[config.mk]
export PLATFORM = sky130hd
export DESIGN_NAME = tmr_cmp_sys
export DESIGN_NICKNAME = d
export VERILOG_FILES = /design/src/rtl/tmr_pkg.sv /design/src/rtl/tmr_gpresc.sv /design/src/rtl/tmr_lpresc.sv /design/src/rtl/tmr_modch.sv /design/src/rtl/tmr_cmpch.sv /design/src/rtl/tmr_cmp_sys.sv
export SDC_FILE = /design/constraint.sdc
export NUM_CORES = 1
export LEC_CHECK = 0
export BUFFER_PORTS_ARGS = -buffer_cell sky130_fd_sc_hd__buf_2
export CAP_MARGIN = 20
export CELL_PAD_IN_SITES_DETAIL_PLACEMENT = 0
export CELL_PAD_IN_SITES_GLOBAL_PLACEMENT = 2
export CORE_MARGIN = 2
export CORE_UTILIZATION = 42
export CTS_CLUSTER_DIAMETER = 120
export CTS_CLUSTER_SIZE = 14
export DETAILED_ROUTE_END_ITERATION = 8
export GPL_TIMING_DRIVEN = 0
export PLACE_DENSITY_LB_ADDON = 0.1
export SYNTH_ARGS = -nofsm -noshare
export SYNTH_HDL_FRONTEND = slang
export SYNTH_SLANG_ARGS = --single-unit
[constraint.sdc]
create_clock -name clk -period 5.4 [get_ports clk]
set_clock_uncertainty 0.2 [all_clocks]
set_input_delay 1.62 -clock clk [delete_from_list [all_inputs] [get_ports clk]]
set_output_delay 1.62 -clock clk [all_outputs]
set_load 0.1 [all_outputs]
[src/rtl/tmr_pkg.sv]
package tmr_pkg;
  localparam int unsigned ADDR_W = 3;

  localparam logic [ADDR_W-1:0] A_GLB  = 3'd0;
  localparam logic [ADDR_W-1:0] A_MCTL = 3'd1;
  localparam logic [ADDR_W-1:0] A_MDAT = 3'd2;
  localparam logic [ADDR_W-1:0] A_CCTL = 3'd3;
  localparam logic [ADDR_W-1:0] A_CDAT = 3'd4;
  localparam logic [ADDR_W-1:0] A_STAT = 3'd5;

  typedef enum logic [1:0] {
    SEL_BUS_A = 2'd0,
    SEL_BUS_D = 2'd1,
    SEL_INT   = 2'd2,
    SEL_RSVD  = 2'd3
  } bus_sel_e;
endpackage

[src/rtl/tmr_gpresc.sv]
module tmr_gpresc #(
  parameter int unsigned GPW = 8
) (
  input  logic           clk,
  input  logic           rst_n,
  input  logic           tb_en,
  input  logic           div_en,
  input  logic [GPW-1:0] div,
  output logic           tick
);
  logic [GPW-1:0] cnt_q, cnt_d;

  always_comb begin
    tick  = tb_en & (~div_en | (cnt_q >= div));
    cnt_d = cnt_q;
    if (!tb_en || tick) cnt_d = '0;
    else                cnt_d = cnt_q + 1'b1;
  end

  always_ff @(posedge clk or negedge rst_n) begin
    if (!rst_n) cnt_q <= '0;
    else        cnt_q <= cnt_d;
  end

  AST_GTB_OFF_RESTART: assert property (@(posedge clk) disable iff (!rst_n)
    !tb_en |=> (cnt_q == '0));
endmodule

[src/rtl/tmr_lpresc.sv]
module tmr_lpresc #(
  parameter int unsigned LPW = 2
) (
  input  logic           clk,
  input  logic           rst_n,
  input  logic           gtick,
  input  logic           en,
  input  logic           frz,
  input  logic [LPW-1:0] div,
  output logic           tick
);
  logic [LPW-1:0] cnt_q, cnt_d;
  logic           run;

  always_comb begin
    run   = gtick & en & ~frz;
    tick  = run & (cnt_q >= div);
    cnt_d = cnt_q;
    if (!en)      cnt_d = '0;
    else if (run) cnt_d = tick ? '0 : cnt_q + 1'b1;
  end

  always_ff @(posedge clk or negedge rst_n) begin
    if (!rst_n) cnt_q <= '0;
    else        cnt_q <= cnt_d;
  end

  AST_LP_FROZEN_HOLD: assert property (@(posedge clk) disable iff (!rst_n)
    (frz && en) |=> $stable(cnt_q));
endmodule

[src/rtl/tmr_modch.sv]
module tmr_modch #(
  parameter int unsigned CNT_W = 16
) (
  input  logic             clk,
  input  logic             rst_n,
  input  logic             tick,
  input  logic [CNT_W-1:0] limit,
  output logic [CNT_W-1:0] cnt
);
  localparam logic [CNT_W-1:0] ONE = CNT_W'(1);

  logic [CNT_W-1:0] cnt_q, cnt_d;

  always_comb begin
    cnt_d = cnt_q;
    if (tick) begin
      if (cnt_q == '0 || cnt_q >= limit) cnt_d = ONE;
      else                               cnt_d = cnt_q + ONE;
    end
  end

  always_ff @(posedge clk or negedge rst_n) begin
    if (!rst_n) cnt_q <= '0;
    else        cnt_q <= cnt_d;
  end

  assign cnt = cnt_q;

  AST_CNT_NONZERO: assert property (@(posedge clk) disable iff (!rst_n)
    tick |=> (cnt_q != '0));
  AST_CNT_WRAP: assert property (@(posedge clk) disable iff (!rst_n)
    (tick && cnt_q >= limit) |=> (cnt_q == ONE));
  AST_CNT_IDLE_HOLD: assert property (@(posedge clk) disable iff (!rst_n)
    !tick |=> $stable(cnt_q));
endmodule

[src/rtl/tmr_cmpch.sv]
module tmr_cmpch
  import tmr_pkg::*;
#(
  parameter int unsigned CNT_W = 16
) (
  input  logic             clk,
  input  logic             rst_n,
  input  logic             tick,
  input  bus_sel_e         bsel,
  input  logic             tog_en,
  input  logic [CNT_W-1:0] cmpv,
  input  logic [CNT_W-1:0] bus_a,
  input  logic [CNT_W-1:0] bus_d,
  input  logic             clr,
  output logic             flag,
  output logic             pin
);
  logic [CNT_W-1:0] prev_q, prev_d, bus_v;
  logic             bus_ok, hit;
  logic             flag_q, flag_d, pin_q, pin_d;

  always_comb begin
    case (bsel)
      SEL_BUS_A: begin bus_v = bus_a; bus_ok = 1'b1; end
      SEL_BUS_D: begin bus_v = bus_d; bus_ok = 1'b1; end
      default:   begin bus_v = '0;    bus_ok = 1'b0; end
    endcase
    hit    = tick & bus_ok & (bus_v == cmpv) & (bus_v != prev_q);
    prev_d = tick ? bus_v : prev_q;
    flag_d = hit | (flag_q & ~clr);
    pin_d  = pin_q ^ (hit & tog_en);
  end

  always_ff @(posedge clk or negedge rst_n) begin
    if (!rst_n) begin
      prev_q <= '0;
      flag_q <= 1'b0;
      pin_q  <= 1'b0;
    end else begin
      prev_q <= prev_d;
      flag_q <= flag_d;
      pin_q  <= pin_d;
    end
  end

  assign flag = flag_q;
  assign pin  = pin_q;

  AST_PIN_WITH_FLAG: assert property (@(posedge clk) disable iff (!rst_n)
    !$stable(pin_q) |-> flag_q);
  AST_NO_TOGGLE_OFF: assert property (@(posedge clk) disable iff (!rst_n)
    !tog_en |=> $stable(pin_q));
  AST_FLAG_STICKY: assert property (@(posedge clk) disable iff (!rst_n)
    (flag_q && !clr) |=> flag_q);
  AST_NO_INTERNAL_BASE: assert property (@(posedge clk) disable iff (!rst_n)
    (bsel[1] && !flag_q) |=> !flag_q);
endmodule

[src/rtl/tmr_cmp_sys.sv]
module tmr_cmp_sys
  import tmr_pkg::*;
#(
  parameter int unsigned CNT_W = 16,
  parameter int unsigned GPW   = 8,
  parameter int unsigned LPW   = 2
) (
  input  logic              clk,
  input  logic              rst_n,
  input  logic              wr_en,
  input  logic [ADDR_W-1:0] wr_addr,
  input  logic [CNT_W-1:0]  wr_data,
  input  logic              dbg_freeze,
  input  logic [CNT_W-1:0]  bus_d,
  output logic [CNT_W-1:0]  bus_a,
  output logic              cmp_flag,
  output logic              cmp_pin
);
  localparam int unsigned NCH    = 2;
  localparam int unsigned CH_MOD = 0;
  localparam int unsigned CH_CMP = 1;
  localparam int unsigned G_EN   = GPW;
  localparam int unsigned G_TB   = GPW + 1;
  localparam int unsigned G_FRZ  = GPW + 2;
  localparam int unsigned M_EN   = LPW;
  localparam int unsigned M_FRZ  = LPW + 1;
  localparam int unsigned C_TOG  = 2;
  localparam int unsigned C_DIV  = 3;
  localparam int unsigned C_EN   = C_DIV + LPW;
  localparam int unsigned C_FRZ  = C_EN + 1;

  // reset: asserted asynchronously, released on the clock
  logic [1:0] rst_sync_q;
  logic       rst_i;
  always_ff @(posedge clk or negedge rst_n) begin
    if (!rst_n) rst_sync_q <= 2'b00;
    else        rst_sync_q <= {rst_sync_q[0], 1'b1};
  end
  assign rst_i = rst_sync_q[1];

  // configuration registers
  logic [GPW-1:0]   gdiv_q, gdiv_d;
  logic             gdiv_en_q, gdiv_en_d, tb_en_q, tb_en_d, gfrz_q, gfrz_d;
  logic [LPW-1:0]   m_div_q, m_div_d, c_div_q, c_div_d;
  logic             m_en_q, m_en_d, m_frz_q, m_frz_d;
  logic             c_en_q, c_en_d, c_frz_q, c_frz_d, c_tog_q, c_tog_d;
  bus_sel_e         c_bsel_q, c_bsel_d;
  logic [CNT_W-1:0] m_lim_q, m_lim_d, c_val_q, c_val_d;
  logic             flag_clr;

  always_comb begin
    gdiv_d = gdiv_q; gdiv_en_d = gdiv_en_q; tb_en_d = tb_en_q; gfrz_d = gfrz_q;
    m_div_d = m_div_q; m_en_d = m_en_q; m_frz_d = m_frz_q; m_lim_d = m_lim_q;
    c_bsel_d = c_bsel_q; c_tog_d = c_tog_q; c_div_d = c_div_q;
    c_en_d = c_en_q; c_frz_d = c_frz_q; c_val_d = c_val_q;
    if (wr_en) begin
      case (wr_addr)
        A_GLB: begin
          gdiv_d    = wr_data[GPW-1:0];
          gdiv_en_d = wr_data[G_EN];
          tb_en_d   = wr_data[G_TB];
          gfrz_d    = wr_data[G_FRZ];
        end
        A_MCTL: begin
          m_div_d = wr_data[LPW-1:0];
          m_en_d  = wr_data[M_EN];
          m_frz_d = wr_data[M_FRZ];
        end
        A_MDAT: m_lim_d = wr_data;
        A_CCTL: begin
          c_bsel_d = bus_sel_e'(wr_data[1:0]);
          c_tog_d  = wr_data[C_TOG];
          c_div_d  = wr_data[C_EN-1:C_DIV];
          c_en_d   = wr_data[C_EN];
          c_frz_d  = wr_data[C_FRZ];
        end
        A_CDAT: c_val_d = wr_data;
        default: ;
      endcase
    end
    flag_clr = wr_en && (wr_addr == A_STAT) && wr_data[0];
  end

  always_ff @(posedge clk or negedge rst_i) begin
    if (!rst_i) begin
      gdiv_q <= '0; gdiv_en_q <= 1'b0; tb_en_q <= 1'b0; gfrz_q <= 1'b0;
      m_div_q <= '0; m_en_q <= 1'b0; m_frz_q <= 1'b0; m_lim_q <= '0;
      c_bsel_q <= SEL_BUS_A; c_tog_q <= 1'b0; c_div_q <= '0;
      c_en_q <= 1'b0; c_frz_q <= 1'b0; c_val_q <= '0;
    end else begin
      gdiv_q <= gdiv_d; gdiv_en_q <= gdiv_en_d; tb_en_q <= tb_en_d; gfrz_q <= gfrz_d;
      m_div_q <= m_div_d; m_en_q <= m_en_d; m_frz_q <= m_frz_d; m_lim_q <= m_lim_d;
      c_bsel_q <= c_bsel_d; c_tog_q <= c_tog_d; c_div_q <= c_div_d;
      c_en_q <= c_en_d; c_frz_q <= c_frz_d; c_val_q <= c_val_d;
    end
  end

  // global prescaler
  logic gtick;
  tmr_gpresc #(.GPW(GPW)) u_gpresc (
    .clk    (clk),
    .rst_n  (rst_i),
    .tb_en  (tb_en_q),
    .div_en (gdiv_en_q),
    .div    (gdiv_q),
    .tick   (gtick)
  );

  // per-channel prescalers
  logic [LPW-1:0] ch_div [NCH];
  logic [NCH-1:0] ch_en, ch_frz, ch_tick;

  assign ch_div[CH_MOD] = m_div_q;
  assign ch_div[CH_CMP] = c_div_q;
  assign ch_en          = {c_en_q, m_en_q};
  assign ch_frz         = {c_frz_q, m_frz_q};

  for (genvar i = 0; i < NCH; i++) begin : g_lp
    tmr_lpresc #(.LPW(LPW)) u_lpresc (
      .clk   (clk),
      .rst_n (rst_i),
      .gtick (gtick),
      .en    (ch_en[i]),
      .frz   (dbg_freeze & gfrz_q & ch_frz[i]),
      .div   (ch_div[i]),
      .tick  (ch_tick[i])
    );
  end

  tmr_modch #(.CNT_W(CNT_W)) u_modch (
    .clk   (clk),
    .rst_n (rst_i),
    .tick  (ch_tick[CH_MOD]),
    .limit (m_lim_q),
    .cnt   (bus_a)
  );

  tmr_cmpch #(.CNT_W(CNT_W)) u_cmpch (
    .clk    (clk),
    .rst_n  (rst_i),
    .tick   (ch_tick[CH_CMP]),
    .bsel   (c_bsel_q),
    .tog_en (c_tog_q),
    .cmpv   (c_val_q),
    .bus_a  (bus_a),
    .bus_d  (bus_d),
    .clr    (flag_clr),
    .flag   (cmp_flag),
    .pin    (cmp_pin)
  );

  AST_TB_OFF_HOLD: assert property (@(posedge clk) disable iff (!rst_i)
    !tb_en_q |=> $stable(bus_a));
endmodule

==> results of run 1 <==
==> path summary, 6_finish.rpt <==
path | start | to | slack [ns]
min | rst_sync_q[1] | u_modch.cnt[6] | 0.14
min in group clk | rst_sync_q[0] | rst_sync_q[1] | 0.15
max | wr_addr[1] | c_val_q[12] | 1.94
max reg2reg | u_modch.cnt[0] | u_modch.cnt[12] | 2.27
min reg2reg | rst_sync_q[1] | u_modch.cnt[6] | 0.14
max in group asynchronous | rst_n | rst_sync_q[1] | 4.05
==> power by group <==
part	switching, uW	internal, uW
sequential	162	934
combinational	568	362
clock	286	418
==> synth_stat cells, types with 2 or more instances <==
cell	count	area [um^2]
o211ai_1	5	37.5
mux2i_1	15	150
clkbuf_1	7	26.3
nand4_1	9	56.3
xnor2_1	26	228
a211oi_1	2	15.0
o31ai_1	9	67.6
dfrtp_1	102	2550
a21o_1	5	37.5
nand2_1	38	143
and3_1	5	31.3
mux2_1	15	169
and2_1	6	37.5
a21oi_1	14	70.1
and2_0	2	12.5
ha_1	31	388
nor4_1	6	37.5
o21ai_0	33	165
inv_1	38	143
or3_1	3	18.8
nor3_1	8	40.0
nand2b_1	7	43.8
nand3_1	24	120
a31oi_1	9	56.3
o22ai_1	2	12.5
nor2_4	2	22.5
nor2_1	33	124
o21ai_1	2	10.0
xor2_1	13	114
buf_6	3	33.8
buf_2	4	20.0
mux2_2	32	360
nand2_2	3	18.8
==> layout by cell type, fill, tap and decap left out, drive strengths merged, types with 2 or more instances in the layout <==
cell | Yosys | routed
o41ai | 2 | 2
and2 | 8 | 8
nand2 | 41 | 41
nand4b | 2 | 2
dfrtp | 102 | 102
o21ai | 35 | 35
or3 | 3 | 3
nand2b | 7 | 7
mux2 | 47 | 47
a21o | 5 | 5
nor2 | 35 | 35
o31ai | 9 | 9
xor2 | 13 | 13
a211oi | 3 | 3
buf | 7 | 64
xnor2 | 26 | 26
nor4 | 6 | 6
ha | 31 | 31
mux2i | 16 | 16
bufinv | 0 | 2
o211ai | 5 | 5
and3 | 5 | 5
nor3 | 8 | 8
a21oi | 14 | 14
inv | 39 | 39
nand3 | 24 | 24
nand4 | 9 | 9
a31oi | 9 | 9
o22ai | 2 | 2
clkbuf | 7 | 20
==> layout make-up <==
class	count	share of cell area (%)
well taps	172	3.38
flip-flops and latches	102	40.2
multi-input cells	372	43.0
clock inverters	3	1.08
clock buffers	12	3.87
inverters	39	2.30
plain buffers	14	1.26
repair buffers	58	4.96
==> stage by stage <==
stage	instances	total power, uW	hold WS (ns)
global route	772	2900	0.157
detailed placement	756	2050	0.136
CTS	771	2770	0.151
global placement	755	2020	0.136
floorplan	527	1800	0.131
finish	772	2730	0.138
==> kinds of logic after synthesis <==
family / share of synthesized area [%]
mux: 12.6
buf+inv: 4.11
simple gates: 13.6
xor+xnor: 6.20
compound gates: 10.1
fa+ha+maj: 7.04
other cells: 0.0680
flops: 46.3
==> flip-flops by register name (all words and copies together), names as in the netlist, 2 cells and up <==
| name | flops |
|---|---|
| u_modch.cnt | 16 |
| rst_sync_q | 2 |
| u_cmpch.prev_q | 16 |
| gdiv_q | 8 |
| g_lp.u_lpresc.cnt_q | 4 |
| u_gpresc.cnt_q | 8 |
| m_lim_q | 16 |
| c_div_q | 2 |
| c_val_q | 16 |
| m_div_q | 2 |
| c_bsel_q | 2 |
==> layer usage <==
layer / share of wire [%] / vias up / GRT usage (%)
li1: - / 1991 / -
met1: 48 / 1978 / 29.1
met2: 46 / 85 / 32.6
met3: 4.2 / 16 / 3.72
met4: 2.0 / 0 / 7.74
met5: 0 / - / 0
==> impl_results.md, run 1 <==
- Status: finished, final reports clean
- Area Growth Syn to Fin: 15.4%
- CP required: 5.44 ns
- Gr ovfl total: 0
- Setup WS pre-CTS: around 1.6 ns
- Iter 0 DRT Violations: about 220
- Minimum clock period: 3.46 ns
- Synth unique cells: 47
- TritonCTS clock tree: built
- Crit-path cells: buf_2 > nor3_1 > clkbuf_1 > mux2_2
- Area after DPL: approximately 6000 um^2
- CP peak stage delay: a little over 0.8 ns
- WL/cell: roughly 18 um
- H-tree levels: 3
- Count of flip-flops with a built-in enable after synthesis: 0
- Fmax: 289 MHz
- Post-synthesis sequential area ratio: between 40% and 50%
- Most common flop cell mapped by yosys: dfrtp_1
- Core area: ~13,000 um^2
- DP HPWL: 10,300 um
- Syn_area_per_cell: between 10 and 15 um^2
- Final net count: between 600 and 700
- Port buffer count: 56
- Hold WC Path Type: reg -> async
- Reg area: about 2600 um^2
- Final setup viols: 0
- Largest net degree at the start of global routing: 61
- Setup bufs post-CTS: 0
- Post-route cell area: between 6000 and 7000 um^2
- Mapped Cells: roughly 530
- Max_cap viols: 0
- DRC violations left: 0
- Initial antenna violation count: 0
- Die Ht: 119 um
- Vias in the first global route: roughly 4,200
- Hold bufs inserted after CTS: 0
- Multi-input combinational cell area: 2730 um^2
- 1st-pass router iterations: 4
- Via count: approximately 4,100
- CP startpoint kind: input pin
- Final Routed Wirelength: about 14,000 um
- Slew @ Worst Pin: about 1 ns
- Pleak: between 0.002 and 0.003 uW
- Root buffer cell: clkbuf_16
- Worst-Skew Late Latency: 0.35 ns
- Die area: 14,100 um^2
- Clock slew at reported path FFs: ~0.070 ns
- Setup TNS: 0 ns
- Top delay family on crit path: simple AND/OR/NAND/NOR gates
- Fin crit share: 64.1%
- Number of fill cells: ~1,300
- Mapped Area: 5510 um^2
- Crit path DAT: approximately 3.5 ns
- CTS Buf Count: 9
- Layout cells sized above 1: 20.3%
- Final Hold Fails: 0
- Die width: 119 um
- Clk sinks: 102
- Setup slack after layout: a little under 2 ns
- I/O pin count: between 50 and 60
- Slew HR: about a third
- All-Layer GR Usage: about a fifth
- RSZ-0062 raised after global routing: false
- DRT antenna net count: 0
- CP bufs+invs: 2
- Setup crit end kind: flip-flop
- Synthesized flop and latch total: between 100 and 150
- Critical Path Stages: 4
- Slowest library cell on the worst path: nor3_1
- Fin. max-slew vios: 0
- Yosys warnings: 0
- Final GP Congestion: 0.779
- Starting density of the core: a little over two fifths
- Reg2Reg Depth: 11
- PD cells: between 400 and 500 nW/um^2
- Global-route wire length before repair: roughly 23,000 um
- Num rows: between 40 and 50
- Ant. Diodes: 0
- Via/cell ratio: 5.27
- Maximum vdd drop: 0.171 mV
- CTS resizes: 0
- Asr flop ratio synth: between 90% and 100%
- Final core occ: approximately half
- Longest Clk Path Bufs: 2
- Post-Syn Nets: between 500 and 600
- Crit path kind: in -> reg
- Critical path fanouts, max: 10
No activity file was read; power rests on OpenSTA's default activity.
==> run 2, diff against run 1 <==
--- a/config.mk
+++ b/config.mk
@@ -10,7 +10,7 @@
 export CELL_PAD_IN_SITES_DETAIL_PLACEMENT = 0
 export CELL_PAD_IN_SITES_GLOBAL_PLACEMENT = 2
 export CORE_MARGIN = 2
-export CORE_UTILIZATION = 42
+export CORE_UTILIZATION = 39
 export CTS_CLUSTER_DIAMETER = 120
 export CTS_CLUSTER_SIZE = 14
 export DETAILED_ROUTE_END_ITERATION = 8
==> constraint.sdc (replaced) <==
create_clock -name clk -period 3.5 [get_ports clk]
set_clock_uncertainty 0.2 [all_clocks]
set_input_delay 1.05 -clock clk [delete_from_list [all_inputs] [get_ports clk]]
set_output_delay 1.05 -clock clk [all_outputs]
set_load 0.1 [all_outputs]
==> impl_results.md, run 2 (synthesis results as in run 1) <==
- Non-Filler Instances: 781
- Crit path DAT: between 3 and 4 ns
- Critical path fanouts, max: 10
- DRC violations left: 0
- CP peak stage delay: 0.54 ns
- Slew HR: about two fifths
- Maximum vdd drop: ~0.47 mV
- Met3 Track Usage GR: 4.60%
- Gr ovfl total: 0
- CTS resizes: 0
- Starting density of the core: about two fifths
- Setup WS pre-CTS: about 0.3 ns
- Top delay family on crit path: compound AO/OA/AOI/OAI gates
- Fin crit share: between 80% and 90%
- All-Layer GR Usage: 19.8%
- Core area: ~14,000 um^2
- Final core occ: approximately 46%
- Vias in the first global route: approximately 4,100
- 1st-pass router iterations: 4
- Setup crit end kind: flip-flop
- Die Ht: approximately 120 um
- Number of fill cells: roughly 1,300
- Initial antenna violation count: 0
- CP required: between 3 and 4 ns
- Pleak: between 0.002 and 0.003 uW
- Longest Clk Path Bufs: 2
- I/O pin count: 57
- CP startpoint kind: flip-flop
- Die area: ~15,000 um^2
- DRT antenna net count: 0
- Slowest library cell on the worst path: dfrtp_1
- Clock slew at reported path FFs: approximately 0.070 ns
- CP bufs+invs: 2
- H-tree levels: 3
- Clk sinks: 102
- Num rows: 43
- DP HPWL: approximately 11,000 um
- Crit-path cells: inv_1 > ha_1 > nand2b_1 > a21oi_1 > o21ai_0 > a31oi_1 > o211ai_1 > a21oi_1 > nand2_2 > buf_2 > o31ai_1
- TritonCTS clock tree: built
- Final Hold Fails: 0
- Met1 Resource Use GR: between 20% and 30%
- Status: finished, final reports clean
- Hold WC Path Type: reg -> reg
- Port buffer count: 56
- Crit path kind: reg -> reg
- Ant. Diodes: 0
- Global-route wire length before repair: 22,500 um
- Largest net degree at the start of global routing: 53
- Most Used Layer, Global Route: met2
- Most frequent cells in the layout: dfrtp_1, buf_2, inv_1, nand2_1
- Layout cells sized above 1: 20.3%
- Root buffer cell: clkbuf_16
- Slew @ Worst Pin: roughly 0.9 ns
- CTS Buf Count: 9
- Fmax: approximately 320 MHz
- Worst-Skew Late Latency: between 0.3 and 0.4 ns
- Hold bufs inserted after CTS: 0
- Iter 0 DRT Violations: 140
- Setup TNS: 0 ns
- Met2 Usage GRT: a little under a third
- Fin. max-slew vios: 0
- Area Growth Syn to Fin: 15.0%
- Final setup viols: 0
- Die width: around 120 um
- Setup slack after layout: 0.384 ns
- Most common cell after layout, fill and taps aside: dfrtp_1
- Via/cell ratio: ~5.2
- Final net count: between 600 and 700
- Final Routed Wirelength: 13,900 um
- DP Cell Count: around 760
- RSZ-0062 raised after global routing: false
- Final GP Congestion: about 0.77
- Max_cap viols: 0
- Minimum clock period: ~3.1 ns
- Setup bufs post-CTS: 0
- Most Frequent Cell on Critical Path: a21oi_1
- WL/cell: 17.7 um
- Via count: about 4,000
- PD cells: 652 nW/um^2
-- run 2: cell types whose count changed in the layout (fill, tap and decap cells not counted) --
cell        previous run  this run
clkinv_2               0         2
clkbuf_1               9        10
bufinv_16              2         1
clkbuf_8               1         0
clkinv_4               1         0
clkinvlp_4             0         1
-- run 2: worst paths after layout --
| check | slack, ns | end | cells after the start | from |
|---|---|---|---|---|
| setup / recovery | 0.38 | u_modch.cnt[11] | 11 | u_modch.cnt[0] |
| hold / removal | 0.15 | rst_sync_q[1] | 0 | rst_sync_q[0] |
| setup reg to reg | 0.38 | u_modch.cnt[11] | 11 | u_modch.cnt[0] |
| hold reg to reg | 0.15 | rst_sync_q[1] | 0 | rst_sync_q[0] |
| max in group asynchronous | 2.19 | c_bsel_q[0] | 1 | rst_sync_q[1] |
| min in group asynchronous | 0.18 | g_lp[0].u_lpresc.cnt_q[0] | 0 | rst_sync_q[1] |
-- run 2: layout make-up --
cell class              count  area, um^2  share of cell area (%)
multi-input cells         372        2730                    43.1
clock inverters             4        47.5                   0.750
flip-flops and latches    102        2560                    40.3
inverters                  39         146                    2.31
well taps                 180         225                    3.55
clock buffers              12         236                    3.73
repair buffers             58         315                    4.97
plain buffers              14        80.1                    1.26
-- run 2: power breakdown --
group	switching, uW	internal, uW	leakage (uW)
registers	269	1440	0.00128
logic	868	556	0.00148
clock network	446	554	0.000137
total	1580	2550	0.00290
-- run 2: per-stage QoR --
step,instance area (um^2),hold slack (ns),power (uW)
finish,6340,0.153,4130
global route,6340,0.159,4410
CTS,6330,0.156,4190
detailed placement,6050,0.140,3180
global placement,6020,0.137,3130
floorplan,5510,0.131,2780
-- run 2: routing by layer --
metal	routed length [um]	share of wire [%]
met5	0	0
met4	123	0.89
met3	527	3.8
met2	6460	47
met1	6740	49
==> run 3, diff against run 2 <==
==> constraint.sdc (replaced) <==
create_clock -name clk -period 3.1 [get_ports clk]
set_clock_uncertainty 0.2 [all_clocks]
set_input_delay 0.93 -clock clk [delete_from_list [all_inputs] [get_ports clk]]
set_output_delay 0.93 -clock clk [all_outputs]
set_load 0.1 [all_outputs]
==> impl_results.md, run 3 (synthesis results as in run 1) <==
- Status: finished, final reports clean
- Minimum clock period: approximately 2.9 ns
- I/O pin count: between 50 and 60
- Root buffer cell: clkbuf_16
- Fmax: ~350 MHz
- Clock slew at reported path FFs: ~0.07 ns
- DP Cell Count: around 760
- Hold WS: 0.154 ns
- Clk sinks: 102
- Fin crit share: 93.4%
- Crit path DAT: a little under 3 ns
- Met2 Usage GRT: between 30% and 40%
- Fin. max-slew vios: 0
- Vias in the first global route: ~4,000
- Starting density of the core: 39.9%
- Iter 0 DRT Violations: 180
- CTS Buf Count: 9
- Core area: around 14,000 um^2
- Hold bufs inserted after CTS: 0
- Final setup viols: 0
- Setup WS pre-CTS: -0.0148 ns
- Critical path fanouts, max: 10
- DP HPWL: between 10,000 and 15,000 um
- Worst-Skew Late Latency: ~0.35 ns
- Pwr Total: slightly below 5000 uW
- Final Hold Fails: 0
- Slew @ Worst Pin: around 0.85 ns
- Multi-input combinational cell area: 2740 um^2
- Initial antenna violation count: 0
- Setup slack after layout: 0.206 ns
- Slew HR: roughly 43%
- Reg area: between 2000 and 3000 um^2
- Area Growth Syn to Fin: 16.3%
- CP required: ~3.1 ns
- Met3 Track Usage GR: 3.53%
- PD cells: approximately 750 nW/um^2
- Via/cell ratio: about 5.1
- Global-route wire length before repair: around 22,000 um
- Via count: a little over 4,000
- Reg2Reg Depth: 11
- DRC violations left: 0
- Largest net degree at the start of global routing: 52
- Final Routed Wirelength: 13,700 um
- RSZ-0062 raised after global routing: false
- Layout cells sized above 1: 21.4%
- Final net count: around 670
- DRT antenna net count: 0
- Pleak: just under 0.003 uW
- Most frequent cells in the layout: dfrtp_1, buf_2, inv_1, nand2_1
- All-Layer GR Usage: 19.3%
- Die Ht: about 120 um
- H-tree levels: 3
- Maximum vdd drop: around 0.65 mV
- Hold WC Path Type: in -> async
- Non-Filler Instances: just under 800
- Number of fill cells: 1,308
- Setup crit end kind: flip-flop
- CP startpoint kind: flip-flop
- Reg2Reg Setup Slack: ~0.2 ns
- Most common cell after layout, fill and taps aside: dfrtp_1
- Worst R2R Start: u_gpresc.cnt_q[0]
- Die width: between 100 and 150 um
- TritonCTS clock tree: built
- Num rows: 43
- Most Used Layer, Global Route: met2
- Gr ovfl total: 0
- Crit path kind: reg -> reg
- Final GP Congestion: approximately 0.79
- Longest Clk Path Bufs: 2
- WL/cell: between 15 and 20 um
- Max_cap viols: 0
- Ant. Diodes: 0
- Die area: approximately 15,000 um^2
- Met1 Resource Use GR: a little over a quarter
- Worst r2r dst: u_cmpch.prev_q[8]
- 1st-pass router iterations: 4
- Port buffer count: 56
run 3: worst max-delay path, cell delays in order, from the launching register on:
cell and delay, ns:
dfrtp_1 0.44, inv_1 0.07, ha_1 0.26, nand2b_1 0.09, a21o_1 0.13, a211oi_2 0.09, o41ai_4 0.37, buf_4 0.19
nand2_2 0.08, nor2_4 0.28, buf_6 0.21, mux2_1 0.34
run 3: power by group:
group          total (uW)  leakage (uW)  internal, uW  switching (uW)
registers            1920       0.00128          1630             293
clock network        1270      0.000166           773             494
logic                1620       0.00150           637             982
run 3: cell type report:
type	count	area share, %
multi-input combinational	372	42.7
sequential	102	39.9
timing repair buffer	60	5.15
clock buffer	13	4.21
tap	180	3.51
inverter	39	2.28
buffer	14	1.25
clock inverter	3	1.01
run 3: how the worst max path moves through the flow:
stage                           start                end  slack (ns)
finish              u_gpresc.cnt_q[0]  u_cmpch.prev_q[8]        0.21
global route        u_gpresc.cnt_q[0]  u_cmpch.prev_q[7]        0.03
CTS                    u_modch.cnt[0]     u_modch.cnt[7]        0.07
detailed placement  u_gpresc.cnt_q[0]  u_cmpch.prev_q[7]       -0.01
global placement    u_gpresc.cnt_q[0]  u_cmpch.prev_q[8]        0.06
floorplan             u_modch.cnt[10]    u_modch.cnt[12]        0.15
run 3: what timing repair did:
item	CTS	global route
hold endpoints to repair	0	0
endpoints found under the setup margin	8	19
setup buffers	0	2
gates resized for setup	0	1
pin swaps	1	1
run 3: stage by stage:
step | setup TNS, ns | area, um^2 | util [%]
floorplan | 0 | 5520 | -
global placement | 0 | 6020 | 43.5
detailed placement | -0.0260 | 6050 | 43.8
CTS | 0 | 6390 | 46.2
global route | 0 | 6410 | 46.4
finish | 0 | 6410 | 46.4
run 3: layer usage:
metal / vias to the layer above / share of wire [%]
met3: 10 / 2.8
met1: 1993 / 48
li1: 1990 / -
met5: - / 0
met4: 0 / 1.0
met2: 39 / 48
